**src/rtl/pkt_burst_pkg.sv**
```systemverilog
package pkt_burst_pkg;

   localparam int SEQ_W     = 12;
   localparam int LEN_W     = 16;
   localparam int SID_W     = 32;
   localparam int WORD_W    = 64;
   localparam int SAMPLE_W  = 32;
   localparam int TAG_LOW_W = 16;

   typedef enum logic [2:0] {
      ST_IDLE,
      ST_HDR,
      ST_TIME,
      ST_SAMP,
      ST_GAP
   } gen_state_e;

   typedef enum logic [1:0] {
      PAT_RAMP     = 2'd0,
      PAT_CONST    = 2'd1,
      PAT_TAGGED   = 2'd2,
      PAT_RAMP_ALT = 2'd3
   } pattern_e;

   typedef struct packed {
      logic             pkt_type;
      logic             trailer;
      logic             has_time;
      logic             eob;
      logic [SEQ_W-1:0] seq;
      logic [LEN_W-1:0] len;
      logic [SID_W-1:0] sid;
   } hdr_word_t;

endpackage

```
**src/rtl/pkt_hdr_fmt.sv**
```systemverilog
module pkt_hdr_fmt
   import pkt_burst_pkg::*;
#(
   parameter int NSAMP_W = 16
) (
   input  logic               has_time,
   input  logic               eob,
   input  logic [SEQ_W-1:0]   seq,
   input  logic [NSAMP_W-1:0] nsamp,
   input  logic [SID_W-1:0]   sid,
   output logic [WORD_W-1:0]  word
);

   localparam logic [LEN_W-1:0] BASE_WORDS = LEN_W'(2);
   localparam logic [LEN_W-1:0] TIME_WORDS = LEN_W'(2);

   hdr_word_t        hdr;
   logic [LEN_W-1:0] len_val;

   always_comb begin
      len_val = LEN_W'(nsamp) + BASE_WORDS;
      if (has_time) len_val = len_val + TIME_WORDS;
   end

   always_comb begin
      hdr.pkt_type = 1'b0;
      hdr.trailer  = 1'b0;
      hdr.has_time = has_time;
      hdr.eob      = eob;
      hdr.seq      = seq;
      hdr.len      = len_val;
      hdr.sid      = sid;
   end

   assign word = hdr;

endmodule

```
**src/rtl/pkt_sample_src.sv**
```systemverilog
module pkt_sample_src
   import pkt_burst_pkg::*;
#(
   parameter int                   NSAMP_W     = 16,
   parameter int                   LANES       = 2,
   parameter logic [SAMPLE_W-1:0]  CONST_LEVEL = 32'h0000_4000
) (
   input  logic                      clk,
   input  logic                      rst,
   input  logic                      burst_begin,
   input  logic [SAMPLE_W-1:0]       in_start,
   input  gen_state_e                state,
   input  logic                      fire,
   input  logic                      pkt_end,
   input  pattern_e                  mode,
   input  logic [SEQ_W-1:0]          seq,
   input  logic [NSAMP_W-1:0]        nsamp,
   output logic [LANES*SAMPLE_W-1:0] word
);

   localparam logic [SAMPLE_W-1:0] STEP = SAMPLE_W'(LANES);

   logic [SAMPLE_W-1:0]  base_q;
   logic [SAMPLE_W-1:0]  cur_q;
   logic [TAG_LOW_W-1:0] tag_low_q;
   logic [SAMPLE_W-1:0]  pkt_start;

   always_comb begin
      case (mode)
         PAT_CONST:  pkt_start = CONST_LEVEL;
         PAT_TAGGED: pkt_start = SAMPLE_W'({seq, tag_low_q});
         default:    pkt_start = base_q;
      endcase
   end

   always_ff @(posedge clk) begin
      if (rst) begin
         base_q    <= '0;
         tag_low_q <= '0;
      end else if (burst_begin) begin
         base_q    <= in_start;
         tag_low_q <= in_start[TAG_LOW_W-1:0];
      end else if (pkt_end) begin
         base_q    <= base_q + SAMPLE_W'(nsamp);
      end
   end

   always_ff @(posedge clk) begin
      if (rst)                  cur_q <= '0;
      else if (state != ST_SAMP) cur_q <= pkt_start;
      else if (fire)            cur_q <= cur_q + STEP;
   end

   for (genvar l = 0; l < LANES; l++) begin : g_lane
      assign word[(LANES-1-l)*SAMPLE_W +: SAMPLE_W] = cur_q + SAMPLE_W'(l);
   end

endmodule

```
**src/rtl/pkt_burst_ctrl.sv**
```systemverilog
module pkt_burst_ctrl
   import pkt_burst_pkg::*;
#(
   parameter int CNT_W   = 16,
   parameter int NSAMP_W = 16
) (
   input  logic               clk,
   input  logic               rst,
   input  logic               start,
   input  logic [CNT_W-1:0]   in_count,
   input  logic [NSAMP_W-1:0] in_nsamp,
   input  logic [SID_W-1:0]   in_sid,
   input  logic [1:0]         in_mode,
   input  logic               in_time_en,
   input  logic [WORD_W-1:0]  in_time,
   input  logic [SEQ_W-1:0]   in_seq0,
   input  logic               out_ready,
   output gen_state_e         state,
   output logic               word_valid,
   output logic               fire,
   output logic               word_last,
   output logic               pkt_end,
   output logic               burst_begin,
   output logic               time_now,
   output logic               eob,
   output logic               done,
   output logic [SEQ_W-1:0]   seq,
   output logic [NSAMP_W-1:0] nsamp,
   output logic [SID_W-1:0]   sid,
   output pattern_e           mode,
   output logic [WORD_W-1:0]  time_word
);

   gen_state_e         state_q;
   logic [CNT_W-1:0]   pkts_left_q;
   logic [NSAMP_W-1:0] beats_left_q;
   logic [SEQ_W-1:0]   seq_q;
   logic               first_q;
   logic [NSAMP_W-1:0] nsamp_q;
   logic [SID_W-1:0]   sid_q;
   pattern_e           mode_q;
   logic               time_en_q;
   logic [WORD_W-1:0]  time_q;
   logic               done_q;

   logic [NSAMP_W:0]   nsamp_rounded;
   logic [NSAMP_W-1:0] beats_total;
   logic               no_beats;

   assign nsamp_rounded = {1'b0, nsamp_q} + {{NSAMP_W{1'b0}}, 1'b1};
   assign beats_total   = nsamp_rounded[NSAMP_W:1];
   assign no_beats      = (beats_total == '0);

   assign time_now    = first_q & time_en_q;
   assign eob         = (pkts_left_q == CNT_W'(1));
   assign word_valid  = (state_q == ST_HDR) || (state_q == ST_TIME) || (state_q == ST_SAMP);
   assign fire        = word_valid & out_ready;
   assign burst_begin = (state_q == ST_IDLE) & start & (in_count != '0);

   always_comb begin
      case (state_q)
         ST_HDR:  word_last = !time_now && no_beats;
         ST_TIME: word_last = no_beats;
         ST_SAMP: word_last = (beats_left_q == NSAMP_W'(1));
         default: word_last = 1'b0;
      endcase
   end

   assign pkt_end = fire & word_last;

   always_ff @(posedge clk) begin
      if (rst) begin
         state_q      <= ST_IDLE;
         pkts_left_q  <= '0;
         beats_left_q <= '0;
         seq_q        <= '0;
         first_q      <= 1'b0;
         nsamp_q      <= '0;
         sid_q        <= '0;
         mode_q       <= PAT_RAMP;
         time_en_q    <= 1'b0;
         time_q       <= '0;
         done_q       <= 1'b0;
      end else begin
         done_q <= 1'b0;
         case (state_q)
            ST_IDLE: begin
               if (burst_begin) begin
                  pkts_left_q <= in_count;
                  nsamp_q     <= in_nsamp;
                  sid_q       <= in_sid;
                  mode_q      <= pattern_e'(in_mode);
                  time_en_q   <= in_time_en;
                  time_q      <= in_time;
                  seq_q       <= in_seq0;
                  first_q     <= 1'b1;
                  state_q     <= ST_HDR;
               end
            end
            ST_HDR: begin
               if (fire && !word_last) begin
                  if (time_now) begin
                     state_q <= ST_TIME;
                  end else begin
                     state_q      <= ST_SAMP;
                     beats_left_q <= beats_total;
                  end
               end
            end
            ST_TIME: begin
               if (fire && !word_last) begin
                  state_q      <= ST_SAMP;
                  beats_left_q <= beats_total;
               end
            end
            ST_SAMP: begin
               if (fire) beats_left_q <= beats_left_q - NSAMP_W'(1);
            end
            ST_GAP:  state_q <= ST_HDR;
            default: state_q <= ST_IDLE;
         endcase
         if (pkt_end) begin
            if (eob) begin
               state_q <= ST_IDLE;
               done_q  <= 1'b1;
            end else begin
               state_q     <= ST_GAP;
               pkts_left_q <= pkts_left_q - CNT_W'(1);
               seq_q       <= seq_q + SEQ_W'(1);
               first_q     <= 1'b0;
            end
         end
      end
   end

   assign state     = state_q;
   assign done      = done_q;
   assign seq       = seq_q;
   assign nsamp     = nsamp_q;
   assign sid       = sid_q;
   assign mode      = mode_q;
   assign time_word = time_q;

endmodule

```
**src/rtl/pkt_burst_gen.sv**
```systemverilog
module pkt_burst_gen
   import pkt_burst_pkg::*;
#(
   parameter int                  CNT_W       = 16,
   parameter int                  NSAMP_W     = 16,
   parameter logic [SAMPLE_W-1:0] CONST_LEVEL = 32'h0000_4000
) (
   input  logic               clk,
   input  logic               rst,
   input  logic               start,
   input  logic [CNT_W-1:0]   cfg_pkt_count,
   input  logic [NSAMP_W-1:0] cfg_samples,
   input  logic [31:0]        cfg_stream_id,
   input  logic [1:0]         cfg_pattern,
   input  logic               cfg_time_en,
   input  logic [63:0]        cfg_time,
   input  logic [11:0]        cfg_seq_start,
   input  logic [31:0]        cfg_start_value,
   output logic [63:0]        out_data,
   output logic               out_valid,
   output logic               out_last,
   input  logic               out_ready,
   output logic               done
);

   localparam int LANES = WORD_W / SAMPLE_W;

   if (NSAMP_W < 1 || NSAMP_W > LEN_W) begin : g_bad_nsamp
      $error("NSAMP_W must lie between 1 and the length field width");
   end
   if (CNT_W < 1) begin : g_bad_cnt
      $error("CNT_W must be at least 1");
   end
   if (LANES * SAMPLE_W != WORD_W) begin : g_bad_lanes
      $error("samples must tile the stream word exactly");
   end
   if (SAMPLE_W < SEQ_W + TAG_LOW_W) begin : g_bad_tag
      $error("sample width too narrow for the tagged pattern");
   end

   gen_state_e         state;
   logic               word_valid;
   logic               fire;
   logic               word_last;
   logic               pkt_end;
   logic               burst_begin;
   logic               time_now;
   logic               eob;
   logic [SEQ_W-1:0]   seq;
   logic [NSAMP_W-1:0] nsamp;
   logic [SID_W-1:0]   sid;
   pattern_e           mode;
   logic [WORD_W-1:0]  time_word;
   logic [WORD_W-1:0]  hdr_word;
   logic [WORD_W-1:0]  samp_word;

   pkt_burst_ctrl #(
      .CNT_W   (CNT_W),
      .NSAMP_W (NSAMP_W)
   ) u_ctrl (
      .clk         (clk),
      .rst         (rst),
      .start       (start),
      .in_count    (cfg_pkt_count),
      .in_nsamp    (cfg_samples),
      .in_sid      (cfg_stream_id),
      .in_mode     (cfg_pattern),
      .in_time_en  (cfg_time_en),
      .in_time     (cfg_time),
      .in_seq0     (cfg_seq_start),
      .out_ready   (out_ready),
      .state       (state),
      .word_valid  (word_valid),
      .fire        (fire),
      .word_last   (word_last),
      .pkt_end     (pkt_end),
      .burst_begin (burst_begin),
      .time_now    (time_now),
      .eob         (eob),
      .done        (done),
      .seq         (seq),
      .nsamp       (nsamp),
      .sid         (sid),
      .mode        (mode),
      .time_word   (time_word)
   );

   pkt_hdr_fmt #(
      .NSAMP_W (NSAMP_W)
   ) u_hdr (
      .has_time (time_now),
      .eob      (eob),
      .seq      (seq),
      .nsamp    (nsamp),
      .sid      (sid),
      .word     (hdr_word)
   );

   pkt_sample_src #(
      .NSAMP_W     (NSAMP_W),
      .LANES       (LANES),
      .CONST_LEVEL (CONST_LEVEL)
   ) u_samp (
      .clk         (clk),
      .rst         (rst),
      .burst_begin (burst_begin),
      .in_start    (cfg_start_value),
      .state       (state),
      .fire        (fire),
      .pkt_end     (pkt_end),
      .mode        (mode),
      .seq         (seq),
      .nsamp       (nsamp),
      .word        (samp_word)
   );

   always_comb begin
      case (state)
         ST_HDR:  out_data = hdr_word;
         ST_TIME: out_data = time_word;
         ST_SAMP: out_data = samp_word;
         default: out_data = '0;
      endcase
   end

   assign out_valid = word_valid;
   assign out_last  = word_last;

endmodule

```
**config.mk**
```make
export PLATFORM = sky130hd
export DESIGN_NAME = pkt_burst_gen
export DESIGN_NICKNAME = d
export VERILOG_FILES = /design/src/rtl/pkt_burst_pkg.sv /design/src/rtl/pkt_hdr_fmt.sv /design/src/rtl/pkt_sample_src.sv /design/src/rtl/pkt_burst_ctrl.sv /design/src/rtl/pkt_burst_gen.sv
export SDC_FILE = /design/constraint.sdc
export NUM_CORES = 1
export LEC_CHECK = 0
export ABC_CLOCK_PERIOD_IN_PS = 5500
export BUFFER_PORTS_ARGS = -buffer_cell sky130_fd_sc_hd__clkbuf_2
export CELL_PAD_IN_SITES_DETAIL_PLACEMENT = 1
export CELL_PAD_IN_SITES_GLOBAL_PLACEMENT = 1
export CORE_MARGIN = 3
export CORE_UTILIZATION = 45
export DETAILED_ROUTE_END_ITERATION = 7
export PLACE_DENSITY = 0.95
export SKIP_CTS_REPAIR_TIMING = 1
export SLEW_MARGIN = 20
export SYNTH_ARGS = -nofsm -noshare
export SYNTH_HDL_FRONTEND = slang
export SYNTH_SLANG_ARGS = --single-unit
```
**constraint.sdc**
```tcl
create_clock -name clk -period 5.5 [get_ports clk]
set_clock_uncertainty 0.1 [all_clocks]
set_input_delay 0.275 -clock clk [delete_from_list [all_inputs] [get_ports clk]]
set_output_delay 0.275 -clock clk [all_outputs]
set_load 0.01 [all_outputs]
```
==> impl_metrics.xml <==
<?xml version="1.0" encoding="UTF-8"?>
<metrics>
  <group name="grt">
    <metric name="first_pass_grt_wire_length" unit="um">94200</metric>
    <metric name="grt.overflow.total" unit="">0</metric>
    <metric name="globalRouteTotalUtil" unit="%">32.7</metric>
    <metric name="largest_net_degree_at_the_start_of_global_routing" unit="">98</metric>
    <metric name="grt_pass1_vias" unit="">17000</metric>
    <metric name="grt_antenna_before_repair" unit="">13</metric>
  </group>
  <group name="setup_path">
    <metric name="critical-path-max-stage-delay" unit="ns">0.64</metric>
    <metric name="cp.buffers_inverters" unit="">1</metric>
    <metric name="critPathKind" unit="">reg2out</metric>
    <metric name="critPathRequiredTime" unit="ns">5.12</metric>
    <metric name="critical-path-slowest-cell" unit="">dfxtp_1</metric>
    <metric name="worstRegToRegCells" unit="">9</metric>
    <metric name="critical-path-top-delay-family" unit="">simple AND/OR/NAND/NOR gates</metric>
    <metric name="number_of_cells_on_the_critical_path" unit="">10</metric>
    <metric name="worst_path_maximum_fanout" unit="">8</metric>
    <metric name="crit_top_cell" unit="">and3_1</metric>
    <metric name="crit_path_end_kind" unit="">primary output</metric>
    <metric name="critical_path.cell_chain" unit="">ha_1 -&gt; and3_1 -&gt; and4_1 -&gt; and3_1 -&gt; nand4_1 -&gt; nor3_1 -&gt; xor2_1 -&gt; o21ai_0 -&gt; a21oi_1 -&gt; clkbuf_2</metric>
    <metric name="crit_path_dat" unit="ns">4.17</metric>
    <metric name="crit_path_start_kind" unit="">flop</metric>
  </group>
  <group name="floorplanning">
    <metric name="die-height" unit="um">188</metric>
    <metric name="floorplan.die_area" unit="um^2">35400</metric>
    <metric name="initial_utilization" unit="%">45.8</metric>
    <metric name="die_width" unit="um">188</metric>
    <metric name="number_of_primary_i_o_pins" unit="">246</metric>
    <metric name="fp.coreArea" unit="um^2">32600</metric>
    <metric name="placementRows" unit="">66</metric>
  </group>
  <group name="sta">
    <metric name="setup_viol" unit="">0</metric>
    <metric name="rsz0062_at_grt" unit="">no</metric>
    <metric name="hold_slack" unit="ns">-0.0135</metric>
    <metric name="final.setup.worst_slack" unit="ns">0.951</metric>
    <metric name="max_freq" unit="MHz">220</metric>
    <metric name="finalSetupTns" unit="ns">0</metric>
    <metric name="slew_violations" unit="">0</metric>
    <metric name="worst_slew_margin_rel" unit="%">23.4</metric>
    <metric name="layout_min_cycle_time" unit="ns">4.55</metric>
    <metric name="min_period_over_period" unit="%">82.7</metric>
    <metric name="hold_violations" unit="">1</metric>
    <metric name="worst-slew-pin-transition" unit="ns">1.15</metric>
  </group>
  <group name="logic_synthesis">
    <metric name="syn-instance-count" unit="">2053</metric>
    <metric name="syn_nets" unit="">2262</metric>
    <metric name="ys_async_sr_fraction" unit="%">0</metric>
    <metric name="postSynthAreaPerCell" unit="um^2">7.27</metric>
    <metric name="post_synth_num_cell_types" unit="">82</metric>
    <metric name="synth.cell_area" unit="um^2">14900</metric>
    <metric name="synth.yosys.seq_area_share" unit="%">32.7</metric>
    <metric name="yosysWarnings" unit="">0</metric>
    <metric name="synth-edff-count" unit="">0</metric>
    <metric name="synthFlopType" unit="">dfxtp_1</metric>
    <metric name="postSynthRegisterBits" unit="">244</metric>
  </group>
  <group name="finish">
    <metric name="post_route_insts_no_fill" unit="">2821</metric>
    <metric name="filler_cell_count" unit="">4058</metric>
    <metric name="finish.utilization" unit="%">58.3</metric>
    <metric name="post_route_cells_drive_above_1_share" unit="%">15.8</metric>
    <metric name="count_of_nets_after_finishing" unit="">2556</metric>
    <metric name="syn2layout_area_growth" unit="%">27.3</metric>
  </group>
  <group name="worst_hold_path">
    <metric name="worst_hold_path.num_cells" unit="">3</metric>
    <metric name="holdCritPathClass" unit="">in2reg</metric>
  </group>
  <group name="power_and_ir_drop">
    <metric name="power.ir.vdd_worst" unit="V">0.000283</metric>
    <metric name="total_leakage_power" unit="nW">7.54</metric>
    <metric name="p_per_area" unit="nW/um^2">323</metric>
  </group>
  <group name="placement">
    <metric name="hpwl" unit="um">42200</metric>
    <metric name="preCtsSetupSlack" unit="ns">1.53</metric>
    <metric name="quantity_of_i_o_buffers_inserted_on_ports" unit="">245</metric>
    <metric name="place_congestion" unit="">0.935</metric>
    <metric name="placedCellCount" unit="">2593</metric>
  </group>
  <group name="route">
    <metric name="via_per_inst" unit="">6.69</metric>
    <metric name="vias" unit="">18900</metric>
    <metric name="initial_drt_pass_iterations" unit="">6</metric>
    <metric name="remaining_routing_drc_violations" unit="">0</metric>
    <metric name="routedWlPerCell" unit="um">28.3</metric>
    <metric name="antenna_violating_nets_post_route" unit="">0</metric>
    <metric name="drt_wl_total" unit="um">79900</metric>
    <metric name="drtIter0Drc" unit="">2475</metric>
  </group>
  <group name="outcome">
    <metric name="failed_checks" unit="">hold timing</metric>
    <metric name="run_status" unit="">complete, but fails checks</metric>
  </group>
  <group name="clock_network">
    <metric name="cts_max_path_buffers" unit="">3</metric>
    <metric name="cts_num_sinks" unit="">244</metric>
    <metric name="worst_skew_pair.late_latency" unit="ns">0.60</metric>
    <metric name="clockRootBuffer" unit="">clkbuf_16</metric>
    <metric name="clkTransAtPathRegs" unit="ns">0.06</metric>
    <metric name="cts_bufs_inserted" unit="">29</metric>
    <metric name="tritoncts" unit="">built</metric>
    <metric name="cts_h_tree_lvls" unit="">1</metric>
  </group>
  <group name="flow_run">
    <metric name="count_of_max_cap_constraint_violations" unit="">0</metric>
  </group>
</metrics>
layout by cell type, fill, tap and decap left out, types with 18 or more instances in the layout:
master         synthesis  final
a211oi_1              69     69
a21oi_1              225    225
a22oi_1               56     56
a31oi_1               24     24
and3_1                26     26
buf_4                  2     23
clkbuf_16              0     29
clkbuf_2               0    244
dfxtp_1              244    241
dlygate4sd3_1          0    165
ha_1                  29     29
inv_1                 24     24
mux2_2                18     18
nand2_1              416    416
nand3_1               60     60
nand4_1               26     26
nor2_1               192    192
nor2b_1               20     19
nor3_1                48     48
nor4_1                19     18
o21ai_0               68     68
xnor2_1               37     37
xor2_1                62     62
flip-flops by register name, summed over array words and instances, names as in the netlist:
register	count
u_ctrl.pkts_left_q	16
u_ctrl.sid	32
u_ctrl.seq	12
u_ctrl.state	3
u_ctrl.first_q	1
u_samp.cur_q	32
u_ctrl.time_word	64
u_ctrl.time_en_q	1
u_ctrl.beats_left_q	16
u_samp.tag_low_q	16
u_ctrl.mode	2
u_samp.base_q	32
u_ctrl.done	1
u_ctrl.nsamp	16
routing by layer:
metal	share of wire, %	wire length, um	up-vias	track usage (%)
met5	0.10	80	-	0
met4	9.3	7390	12	15.1
met3	9.6	7710	518	4.00
met2	46	37000	1439	55.3
met1	35	27800	9047	41.8
li1	-	-	7866	-
path summary, 6_finish.rpt:
kind / from / to / slack [ns]
worst min register to register: u_samp.tag_low_q[7]$_SDFFE_PP0P_ / u_samp.tag_low_q[7]$_SDFFE_PP0P_ / 0.36
worst min-delay path: cfg_start_value[26] / u_samp.base_q[26]$_SDFFE_PP0P_ / -0.01
worst max-delay path: u_samp.cur_q[1]$_SDFFE_PP0N_ / out_data[29] / 0.95
worst max register to register: u_ctrl.state[1]$_SDFFE_PP0P_ / u_samp.base_q[31]$_SDFFE_PP0P_ / 1.27
area by class of cell:
class | count | area, um^2 | area share, %
Clock buffer | 41 | 851 | 4.48
Clock inverter | 13 | 238 | 1.25
Timing Repair Buffer | 434 | 3080 | 16.2
Sequential cell | 244 | 4890 | 25.7
Multi-Input combinational cell | 1614 | 9280 | 48.8
Antenna cell | 9 | 22.5 | 0.118
Inverter | 24 | 90.1 | 0.474
Tap cell | 442 | 553 | 2.91
power by group:
part / switching, mW / internal [mW] / total (mW)
clock network: 0.944 / 1.36 / 2.31
registers: 0.280 / 1.95 / 2.23
logic: 1.05 / 0.550 / 1.60
total: 2.27 / 3.86 / 6.13
cell usage after synthesis, types with 5 or more instances:
cell type	instances	share of area [%]
nand3_1	60	2.0
nand2b_1	10	0.42
a21o_1	8	0.40
a31oi_1	24	1.0
buf_2	7	0.23
and4_1	8	0.47
mux2i_1	15	1.0
and3_1	26	1.1
or2_2	5	0.21
o22ai_1	6	0.25
nor2b_1	20	0.84
nand4b_1	5	0.29
xnor2_1	37	2.2
nor2_1	192	4.8
o21a_1	8	0.40
and2_1	12	0.50
a311oi_1	8	0.47
clkbuf_1	138	3.5
a211oi_1	69	3.5
nand2_1	416	10
inv_1	24	0.60
nor3b_1	6	0.30
a22oi_1	56	2.8
a221oi_1	7	0.41
nor4_1	19	0.80
or4_1	6	0.30
buf_1	20	0.50
mux2_2	18	1.4
nor4_2	5	0.42
nand4_1	26	1.1
ha_1	29	2.4
a2bb2oi_1	5	0.29
a32oi_1	6	0.35
or3_1	16	0.67
o2111ai_1	5	0.29
xor2_1	62	3.6
dfxtp_1	244	33
o21ai_0	68	2.3
nor3_1	48	1.6
a21oi_1	225	7.5
o31ai_1	5	0.25
o211ai_1	14	0.70
nor4b_1	5	0.29
through the flow:
stage	instance area, um^2	power, mW
2_1_floorplan	14900	3.04
3_3_place_gp	16200	3.49
3_5_place_dp	16200	3.54
4_1_cts	17300	5.74
5_1_grt	19000	6.27
6_report	19000	6.13
worst min-delay path, cell delays in order:
cell and delay [ns]:
clkbuf_2 0.09, and3_1 0.16, a211o_1 0.10
cells by family after synthesis:
| kind of cell | share of synthesized area (%) |
|---|---|
| xor gates and xnor gates | 5.81 |
| adders and majority gates | 2.56 |
| muxes | 2.44 |
| AOI/OAI and AO/OA | 23.1 |
| DFF | 32.7 |
| and+or+nand+nor | 28.2 |
| buffers and inverters | 5.21 |
Note: power is estimated with default switching activity, not from simulation.
